### config.mk
export PLATFORM = sky130hd
export DESIGN_NAME = tmr_clkcnt
export DESIGN_NICKNAME = d
export VERILOG_FILES = /design/src/rtl/tmr_pkg.sv /design/src/rtl/tmr_regs.sv /design/src/rtl/tmr_presc.sv /design/src/rtl/tmr_accdiv.sv /design/src/rtl/tmr_count.sv /design/src/rtl/tmr_clkcnt.sv
export SDC_FILE = /design/constraint.sdc
export NUM_CORES = 1
export LEC_CHECK = 0
export BUFFER_PORTS_ARGS = -buffer_cell sky130_fd_sc_hd__buf_2
export CORE_AREA = 2 2 126 91
export DETAILED_ROUTE_END_ITERATION = 8
export DIE_AREA = 0 0 128 93
export PLACE_DENSITY_LB_ADDON = 0.25
export SLEW_MARGIN = 20
export SYNTH_ARGS = -nofsm -noshare
export SYNTH_HDL_FRONTEND = slang
export SYNTH_SLANG_ARGS = --single-unit
export TNS_END_PERCENT = 100
### constraint.sdc
create_clock -name clk -period 3.9 [get_ports clk]
set_input_delay 0.975 -clock clk [delete_from_list [all_inputs] [get_ports clk]]
set_output_delay 0.975 -clock clk [all_outputs]
set_load 0.05 [all_outputs]
### src/rtl/tmr_pkg.sv
package tmr_pkg;
  localparam int REG_AW = 2;
  localparam int REG_DW = 8;
  localparam int POW_W  = 3;
  localparam int FINE_W = 8;

  localparam logic [REG_AW-1:0] A_CTRL = 2'd0;
  localparam logic [REG_AW-1:0] A_SEL  = 2'd1;
  localparam logic [REG_AW-1:0] A_FINE = 2'd2;
  localparam logic [REG_AW-1:0] A_STAT = 2'd3;

  typedef enum logic [1:0] {
    SRC_PRESC  = 2'd0,
    SRC_ACC    = 2'd1,
    SRC_ACC_LO = 2'd2,
    SRC_ACC_HI = 2'd3
  } clk_src_e;

  typedef struct packed {
    logic              run;
    logic              fine;
    logic              ovf_ie;
    logic [POW_W-1:0]  pow;
    clk_src_e          src;
    logic [FINE_W-1:0] fine_div;
  } tmr_cfg_t;
endpackage

### src/rtl/tmr_regs.sv
module tmr_regs
  import tmr_pkg::*;
(
  input  logic              clk,
  input  logic              rst,
  input  logic              wr_en,
  input  logic [REG_AW-1:0] wr_addr,
  input  logic [REG_DW-1:0] wr_data,
  output tmr_cfg_t          cfg_o,
  output logic              restart_o,
  output logic              ovf_clr_o
);
  tmr_cfg_t cfg_q;

  // Divider restart only when a prescale-relevant field actually changes
  always_comb begin
    restart_o = 1'b0;
    if (wr_en) begin
      case (wr_addr)
        A_CTRL:  restart_o = (wr_data[1] != cfg_q.fine);
        A_SEL:   restart_o = (wr_data[POW_W-1:0] != cfg_q.pow);
        A_FINE:  restart_o = (wr_data[FINE_W-1:0] != cfg_q.fine_div);
        default: restart_o = 1'b0;
      endcase
    end
  end

  assign ovf_clr_o = wr_en && (wr_addr == A_STAT) && wr_data[0];

  always_ff @(posedge clk) begin
    if (rst) begin
      cfg_q <= '0;
    end else if (wr_en) begin
      case (wr_addr)
        A_CTRL: begin
          cfg_q.run    <= wr_data[0];
          cfg_q.fine   <= wr_data[1];
          cfg_q.ovf_ie <= wr_data[2];
        end
        A_SEL: begin
          cfg_q.pow <= wr_data[POW_W-1:0];
          cfg_q.src <= clk_src_e'(wr_data[5:4]);
        end
        A_FINE:  cfg_q.fine_div <= wr_data[FINE_W-1:0];
        default: ;
      endcase
    end
  end

  assign cfg_o = cfg_q;
endmodule

### src/rtl/tmr_presc.sv
module tmr_presc #(
  parameter int DIV_W = 8,
  parameter int SEL_W = 3
) (
  input  logic             clk,
  input  logic             rst,
  input  logic             run,
  input  logic             fine_en,
  input  logic [SEL_W-1:0] pow_sel,
  input  logic [DIV_W-1:0] fine_div,
  input  logic             restart,
  output logic             tick_o
);
  localparam logic [DIV_W-1:0] ONE = DIV_W'(1);

  logic [DIV_W-1:0] div_cnt;
  logic [DIV_W-1:0] pow_lim;
  logic [DIV_W-1:0] limit;

  assign pow_lim = (ONE << pow_sel) - ONE;
  assign limit   = fine_en ? fine_div : pow_lim;
  assign tick_o  = run && (div_cnt == limit);

  always_ff @(posedge clk) begin
    if (rst || restart)
      div_cnt <= '0;
    else if (run)
      div_cnt <= tick_o ? '0 : div_cnt + ONE;
  end

  assert_div_in_range_R2: assert property (@(posedge clk) disable iff (rst)
    div_cnt <= limit);
  assert_restart_clears_R6: assert property (@(posedge clk) disable iff (rst)
    restart |=> (div_cnt == '0));
endmodule

### src/rtl/tmr_accdiv.sv
module tmr_accdiv #(
  parameter int LO_W = 8,
  parameter int HI_W = 16
) (
  input  logic clk,
  input  logic rst,
  input  logic run,
  input  logic acc_en,
  output logic tick_1_o,
  output logic tick_lo_o,
  output logic tick_hi_o
);
  logic [HI_W-1:0] acc_cnt;

  assign tick_1_o  = run && acc_en;
  assign tick_lo_o = tick_1_o && (acc_cnt[LO_W-1:0] == '1);
  assign tick_hi_o = tick_1_o && (acc_cnt == '1);

  always_ff @(posedge clk) begin
    if (rst)
      acc_cnt <= '0;
    else if (tick_1_o)
      acc_cnt <= acc_cnt + HI_W'(1);
  end

  assert_acc_step_R4: assert property (@(posedge clk) disable iff (rst)
    tick_1_o |=> (acc_cnt == HI_W'($past(acc_cnt) + HI_W'(1))));
endmodule

### src/rtl/tmr_count.sv
module tmr_count #(
  parameter int CNT_W = 16
) (
  input  logic             clk,
  input  logic             rst,
  input  logic             run,
  input  logic             tick,
  input  logic             clr,
  input  logic             ovf_ie,
  output logic [CNT_W-1:0] cnt_o,
  output logic             flag_o,
  output logic             irq_o
);
  logic [CNT_W-1:0] cnt_q;
  logic             flag_q;
  logic             step;
  logic             wrap;

  assign step = run && tick;
  assign wrap = step && (cnt_q == '1);

  always_ff @(posedge clk) begin
    if (rst) begin
      cnt_q  <= '0;
      flag_q <= 1'b0;
    end else begin
      if (step)
        cnt_q <= cnt_q + CNT_W'(1);
      if (wrap)
        flag_q <= 1'b1;
      else if (clr)
        flag_q <= 1'b0;
    end
  end

  assign cnt_o  = cnt_q;
  assign flag_o = flag_q;
  assign irq_o  = flag_q && ovf_ie;

  assert_hold_when_off_R5: assert property (@(posedge clk) disable iff (rst)
    !run |=> $stable(cnt_q));
  assert_single_step_R4: assert property (@(posedge clk) disable iff (rst)
    step |=> (cnt_q == CNT_W'($past(cnt_q) + CNT_W'(1))));
  assert_wrap_sets_flag_R7: assert property (@(posedge clk) disable iff (rst)
    wrap |=> (flag_q && (cnt_q == '0)));
  assert_clear_loses_R9: assert property (@(posedge clk) disable iff (rst)
    (wrap && clr) |=> flag_q);
  assert_clear_works_R8: assert property (@(posedge clk) disable iff (rst)
    (clr && !wrap) |=> !flag_q);
endmodule

### src/rtl/tmr_clkcnt.sv
module tmr_clkcnt
  import tmr_pkg::*;
#(
  parameter int CNT_W    = 16,
  parameter int ACC_LO_W = 8,
  parameter int ACC_HI_W = 16
) (
  input  logic              clk,
  input  logic              rst,
  input  logic              wr_en,
  input  logic [REG_AW-1:0] wr_addr,
  input  logic [REG_DW-1:0] wr_data,
  input  logic              acc_clk_en,
  output logic [CNT_W-1:0]  count_o,
  output logic              ovf_flag_o,
  output logic              irq_o
);
  tmr_cfg_t cfg;
  logic     restart;
  logic     ovf_clr;
  logic     ps_tick;
  logic     acc_t1, acc_tlo, acc_thi;
  logic     cnt_tick;

  tmr_regs u_regs (
    .clk(clk), .rst(rst), .wr_en(wr_en), .wr_addr(wr_addr), .wr_data(wr_data),
    .cfg_o(cfg), .restart_o(restart), .ovf_clr_o(ovf_clr)
  );

  tmr_presc #(.DIV_W(FINE_W), .SEL_W(POW_W)) u_presc (
    .clk(clk), .rst(rst), .run(cfg.run), .fine_en(cfg.fine),
    .pow_sel(cfg.pow), .fine_div(cfg.fine_div), .restart(restart),
    .tick_o(ps_tick)
  );

  tmr_accdiv #(.LO_W(ACC_LO_W), .HI_W(ACC_HI_W)) u_acc (
    .clk(clk), .rst(rst), .run(cfg.run), .acc_en(acc_clk_en),
    .tick_1_o(acc_t1), .tick_lo_o(acc_tlo), .tick_hi_o(acc_thi)
  );

  always_comb begin
    case (cfg.src)
      SRC_PRESC:  cnt_tick = ps_tick;
      SRC_ACC:    cnt_tick = acc_t1;
      SRC_ACC_LO: cnt_tick = acc_tlo;
      default:    cnt_tick = acc_thi;
    endcase
  end

  tmr_count #(.CNT_W(CNT_W)) u_cnt (
    .clk(clk), .rst(rst), .run(cfg.run), .tick(cnt_tick), .clr(ovf_clr),
    .ovf_ie(cfg.ovf_ie), .cnt_o(count_o), .flag_o(ovf_flag_o), .irq_o(irq_o)
  );
endmodule

Word level (Yosys, flattened, before mapping):

Cells that the tools add are included.

* $add $sub $neg: 4
* equal/unequal tests: 12
* shift operators: 1
* mux-type cells: 7
* reductions and logical operators: 16

Operators with widths (count)
* 16-bit by 1-bit adder with 16-bit output (second input constant): 2
* 16-bit == test (second input constant): 2
* 8-bit 2-to-1 mux: 2
* 1-bit logical AND: 9
* 8-bit by 1-bit adder with 8-bit output (second input constant): 1
* 8-bit == test: 1
* 8-bit == test (second input constant): 1
* 8-bit != test: 1
* 1-bit by 3-bit left shift with 8-bit output (first input constant): 1
* 8-bit by 1-bit subtractor with 8-bit output (second input constant): 1
* 2-bit == test (second input constant): 3
* 1-bit one-hot mux with 3 select lines: 2
* 2-bit AND reduction: 3
* 2-bit by 1-bit == test with 1-bit output (second input constant): 2
* 2-bit logical NOT: 2
* 1-bit 2-to-1 mux: 3
* 3-bit != test: 1
* 2-bit nonzero test: 1
* 1-bit logical OR: 1
* 1-bit != test: 1

* register bits: 57
* input bits: 14
* output and inout port bits: 18
* word-level logic and storage cells: 50

Depth between registers and ports, before layout:

* depth after elaboration: 9
* depth in mapped cells: 14
* mapped depth without buffers: 10

Hierarchy:

From an unflattened synthesis, not the netlist that was laid out.

* cell total of the unflattened synthesis: 330
* area total of the unflattened synthesis: 2972.9 um2

Modules (own cells, without submodules)
* tmr_count: instances 1, cells an instance 88, area each 802.0 um2, seq. area each 340.3 um2
* tmr_regs: instances 1, cells an instance 79, area each 780.7 um2, seq. area each 320.3 um2
* tmr_accdiv: instances 1, cells an instance 87, area each 759.5 um2, seq. area each 320.3 um2
* tmr_presc: instances 1, cells an instance 75, area each 608.1 um2, seq. area each 160.2 um2
* tmr_clkcnt: instances 1, cells an instance 1, area each 22.5 um2, seq. area each 0.0 um2

Worst setup path before layout:

Ideal clock, no wire load.

* path kind: register to register
* start point: reg u_regs.cfg_q, in the netlist u_regs.cfg_o[10]
* end point: reg u_cnt.cnt_q[14] (netlist: u_cnt.cnt_o[14])
* setup time: 0.121 ns
* arrival time: 2.969 ns
* required time: 3.779 ns
* slack: 0.809 ns
* cell stages (with the launch flop): 13
* path buffers: 3
* period minus slack after synthesis: 3.091 ns
* cells stage by stage: dfxtp_1 -> buf_6 -> or3_4 -> ha_1 -> buf_2 -> nor4b_1 -> a31oi_1 -> mux2_1 -> nor3_2 -> a311oi_4 -> buf_6 -> nor4b_2 -> mux2_4

* word-level cells in the longest chain between the ends: 7

Ends and longest elaborated chain
* from (decl): RTL line tmr_regs.sv:13 `tmr_cfg_t cfg_q;`
* 1-bit by 3-bit left shift with 8-bit output: RTL line tmr_presc.sv:20 `assign pow_lim = (ONE << pow_sel) - ONE;`
* 8-bit by 1-bit subtractor with 8-bit output: RTL line tmr_presc.sv:20
* 8-bit 2-to-1 mux: RTL line tmr_presc.sv:21 `assign limit = fine_en ? fine_div : pow_lim;`
* 8-bit == test: RTL line tmr_presc.sv:22 `assign tick_o = run && (div_cnt == limit);`
* 1-bit logical AND: RTL line tmr_presc.sv:22
* 1-bit one-hot mux with 3 select lines: RTL line tmr_clkcnt.sv:42 `case (cfg.src)`
* 1-bit logical AND: RTL line tmr_count.sv:19 `assign step = run && tick;`
* to (signal assigned): RTL line tmr_count.sv:28 `cnt_q <= cnt_q + CNT_W'(1);`
* to (decl): RTL line tmr_count.sv:14 `logic [CNT_W-1:0] cnt_q;`

No other way between the ends.
A chain may end at the register's enable or synchronous reset.

Final worst setup path:

* start point: reg u_regs.cfg_q, in the netlist u_regs.cfg_o[11]
* end point: reg u_cnt.cnt_q[8] (netlist: u_cnt.cnt_o[8])

Same word-level chain as after synthesis.

==> key figures <==
Critical path
  – CP Cell Sequence: or3_4 > ha_1 > nor4b_1 > a31oi_1 > mux2_1 > nor3_2 > a311oi_4 > buf_4 > nor4_2 > mux2_4
  – CP arrival: 3.47 ns
  – CP required: 4.11 ns
  – CP top delay family: simple AND/OR/NAND/NOR gates
  – CP peak stage delay: 0.43 ns
  – CP Capture Type: register
  – CP max stage cell: or3_4
  – Worst reg-to-reg path cell count: 10
  – Buf+Inv Stages, Crit Path: 1
  – Critical Path Start Type: register
  – Setup CP Type: reg2reg
  – Internal reg-to-reg setup slack: 0.63 ns
  – Reg2reg end: u_cnt.cnt_o[8]$_SDFFE_PP0P_
  – Critical path fanouts, max: 28
  – Launching point of the worst reg2reg path: u_regs.cfg_o[11]$_SDFFE_PP0P_

Clock tree
  – Cts repair resizes: 0
  – Clk buf depth: 2
  – Num CTS Buffers: 9
  – Clock latency on the worst-skew pair: 0.32 ns
  – H-tree levels: 3
  – # hold bufs at CTS: 0
  – Clock sink count: 57
  – Setup Buffers After CTS: 0
  – CTS tree: yes
  – CTS root buf: clkbuf_16
  – Clock slew at reported path FFs: 0.05 ns

Power and ir drop
  – Combinational Power Share: 7.4%
  – Sequential Power Share: 41.9%
  – Clock power share: 50.7%
  – Peak supply drop: 0.0002067 V
  – Internal power: 0.001107 W
  – Switching Fraction: 22.86%
  – Pleak: 1.371 nW
  – Cell area power density: 391.7 mW/mm^2
  – Switch Pwr: 0.0003278 W

Finish
  – Register area: 0.001141 sq mm
  – Multi-input logic area: 0.001854 sq mm
  – Area grow syn2layout: 15.87%
  – Most common cell after layout, fill and taps aside: dfxtp_1
  – Antenna diodes: 0
  – Most frequent cells in the layout: dfxtp_1, nor2_1, buf_2, xnor2_1, a21oi_1
  – Final Cell Area: 0.003662 sq mm
  – Nets: 400
  – Fraction of layout cells with a size suffix above 1: 17.62%
  – Fill cells: 1125

STA
  – Pins Over Slew Limit: 0
  – Fin. Hold Viols: 0
  – Final setup vio count: 0
  – RSZ-0062 raised after global routing: no
  – FMAX: 305.9 MHz
  – Fin crit share: 83.81%
  – Setup tns final: 0 ns
  – Relative slew margins: 45.07%
  – Clock skew: 0.007877 ns
  – Slew @ Worst Pin: 0.8239 ns
  – Tmin final: 3.269 ns
  – Hold slack: 0.4838 ns

Logic synthesis
  – Cell variety after synth: 52
  – Mean Syn Cell Area: 8.804 sq um
  – Ys async rst share: 0%
  – Top cells by area, synth: dfxtp_1, xnor2_1, nor2_1, mux2i_1, xor2_1
  – Synth warn: 0
  – Sequential-to-total area share from yosys stat: 36.10%
  – Synthesized area: 0.003161 sq mm
  – Synth top area share: 36.10%
  – Synth Flop Type: dfxtp_1
  – Post-synth EDFFs: 0
  – Syn Inst Count: 359
  – Cell taking the most area after synthesis: dfxtp_1
  – #FFs+latches synth: 57
  – Mapped Nets: 377

Placed design
  – Number of port buffers: 31
  – Post-DP HPWL: 5116 um
  – Placed instance area: 0.003381 sq mm
  – RD Place Congestion: 0.8610

Route
  – Initial DRC count: 88
  – Post-route DRC: 0
  – TritonRoute pass-1 iters: 5
  – Antenna Nets Post-Route: 0
  – Avg Vias per Cell: 4.937
  – Post-Route WL: 7234 um
  – DR WL/cell: 13.86 um
  – Vias: 2577

Status
  – Outcome: finished, final reports clean

GRT
  – First-pass GRT wire length: 12030 um
  – Vias in the first global route: 2445
  – All-Layer GR Usage: 12.92%
  – Grt ovf: 0
  – Initial antenna violation count: 0
  – Largest net degree at the start of global routing: 46

Floorplan
  – Die ar.: 0.01190 sq mm
  – Starting density of the core: 29.45%
  – CORE AREA: 0.01073 sq mm
  – Die Ht: 93 um
  – # rows: 32
  – Die W: 128 um
  – Top Ports: 32

Min path
  – Beginning of the worst hold path: u_cnt.flag_o$_SDFFE_PP0P_
  – Worst Hold Class: reg2reg
  – WHS Path Cells: 2
  – Min-Delay Endpoint: u_cnt.flag_o$_SDFFE_PP0P_

Flow run
  – Max-Cap Viols: 0
-- synthesized netlist by cell type (2+ instances only) --
master / n
a31oi_1: 2
or3_1: 2
xor2_1: 16
ha_1: 4
a21oi_1: 20
buf_2: 6
nor2_1: 51
inv_1: 10
nand2_1: 16
xnor2_1: 25
nor3_2: 4
o21ai_1: 2
and4_1: 3
mux2_4: 5
nor3b_1: 2
nand3b_1: 4
nand4_1: 16
nor2b_1: 8
buf_1: 3
and3_1: 4
and2_1: 3
or2_2: 3
nand3_1: 13
buf_6: 3
mux2i_1: 17
clkbuf_1: 8
o21ai_0: 5
or4_1: 11
nor3_1: 2
nand2b_1: 4
nor4_2: 2
o31ai_1: 9
dfxtp_1: 57
-- worst max-delay path by stage --
stage                             startpoint                           end  slack [ns]  cells after the start
2_1_floorplan  u_regs.cfg_o[10]$_SDFFE_PP0P_  u_cnt.cnt_o[14]$_SDFFE_PP0P_        0.81                     12
3_3_place_gp                      acc_clk_en   u_cnt.cnt_o[4]$_SDFFE_PP0P_        0.64                      8
3_5_place_dp                      acc_clk_en   u_cnt.cnt_o[2]$_SDFFE_PP0P_        0.63                      8
4_1_cts        u_regs.cfg_o[11]$_SDFFE_PP0P_   u_cnt.cnt_o[8]$_SDFFE_PP0P_        0.63                     10
5_1_grt        u_regs.cfg_o[11]$_SDFFE_PP0P_   u_cnt.cnt_o[8]$_SDFFE_PP0P_        0.43                     10
6_report       u_regs.cfg_o[11]$_SDFFE_PP0P_   u_cnt.cnt_o[8]$_SDFFE_PP0P_        0.63                     10
-- cell families (layout without fill, tap and decap cells) --
family	Yosys count	count (layout)	synth area share (%)
adders and majority gates	4	4	1.584
buffers and inverters	32	59	5.226
xor gates and xnor gates	41	41	11.36
AOI/OAI and AO/OA	47	47	9.858
muxes	24	24	8.828
and+or+nand+nor	154	154	27.04
DFF	57	57	36.10
-- worst reg2reg max path, delay by kind of cell, from the launching register on --
kind	cells	cell delay (ns)
buffers and inverters	1	0.25
muxes	2	0.66
DFF	1	0.42
adders and majority gates	1	0.32
AOI/OAI and AO/OA	2	0.21
and+or+nand+nor	4	1.31
-- state kept, by name, summed over array words and instances, names as in the netlist --
signal / flops
u_presc.div_cnt: 8
u_acc.acc_cnt: 16
u_cnt.flag_o: 1
u_cnt.cnt_o: 16
u_regs.cfg_o: 16
-- power by group through the flow --
stage	Combinational, W	Sequential, W	Clock [W]
6_report	0.000107	0.000601	0.000727
5_1_grt	0.000119	0.000602	0.000774
4_1_cts	0.000108	0.000601	0.000753
3_3_place_gp	0.000107	0.000612	0
3_5_place_dp	0.000107	0.000613	0
2_1_floorplan	0.0000879	0.000607	0
-- per-stage QoR --
step | setup WS (ns) | power [W] | utilization (%) | cells
2_1_floorplan | 0.8093 | 0.0006946 | - | 359
6_report | 0.6313 | 0.001434 | 34.13 | 522
3_5_place_dp | 0.6318 | 0.0007195 | 31.51 | 507
5_1_grt | 0.4291 | 0.001494 | 34.13 | 522
3_3_place_gp | 0.6386 | 0.0007197 | 31.51 | 507
4_1_cts | 0.6282 | 0.001462 | 34.13 | 522
-- per-layer routing --
| layer | share of wire (%) | GRT usage (%) |
|---|---|---|
| met1 | 52 | 17.98 |
| met2 | 44 | 18.32 |
| met3 | 3.8 | 4.348 |
| met4 | 0.48 | 4.945 |
| met5 | 0 | 0 |
-- layout make-up --
type	instances	area share (%)
clock buffer	12	7.277
timing repair buffer	34	4.851
tap	136	4.646
multi-input combinational	270	50.63
inverter	10	1.025
sequential	57	31.16
clock inverter	3	0.4100
No activity file was read; power rests on OpenSTA's default activity.
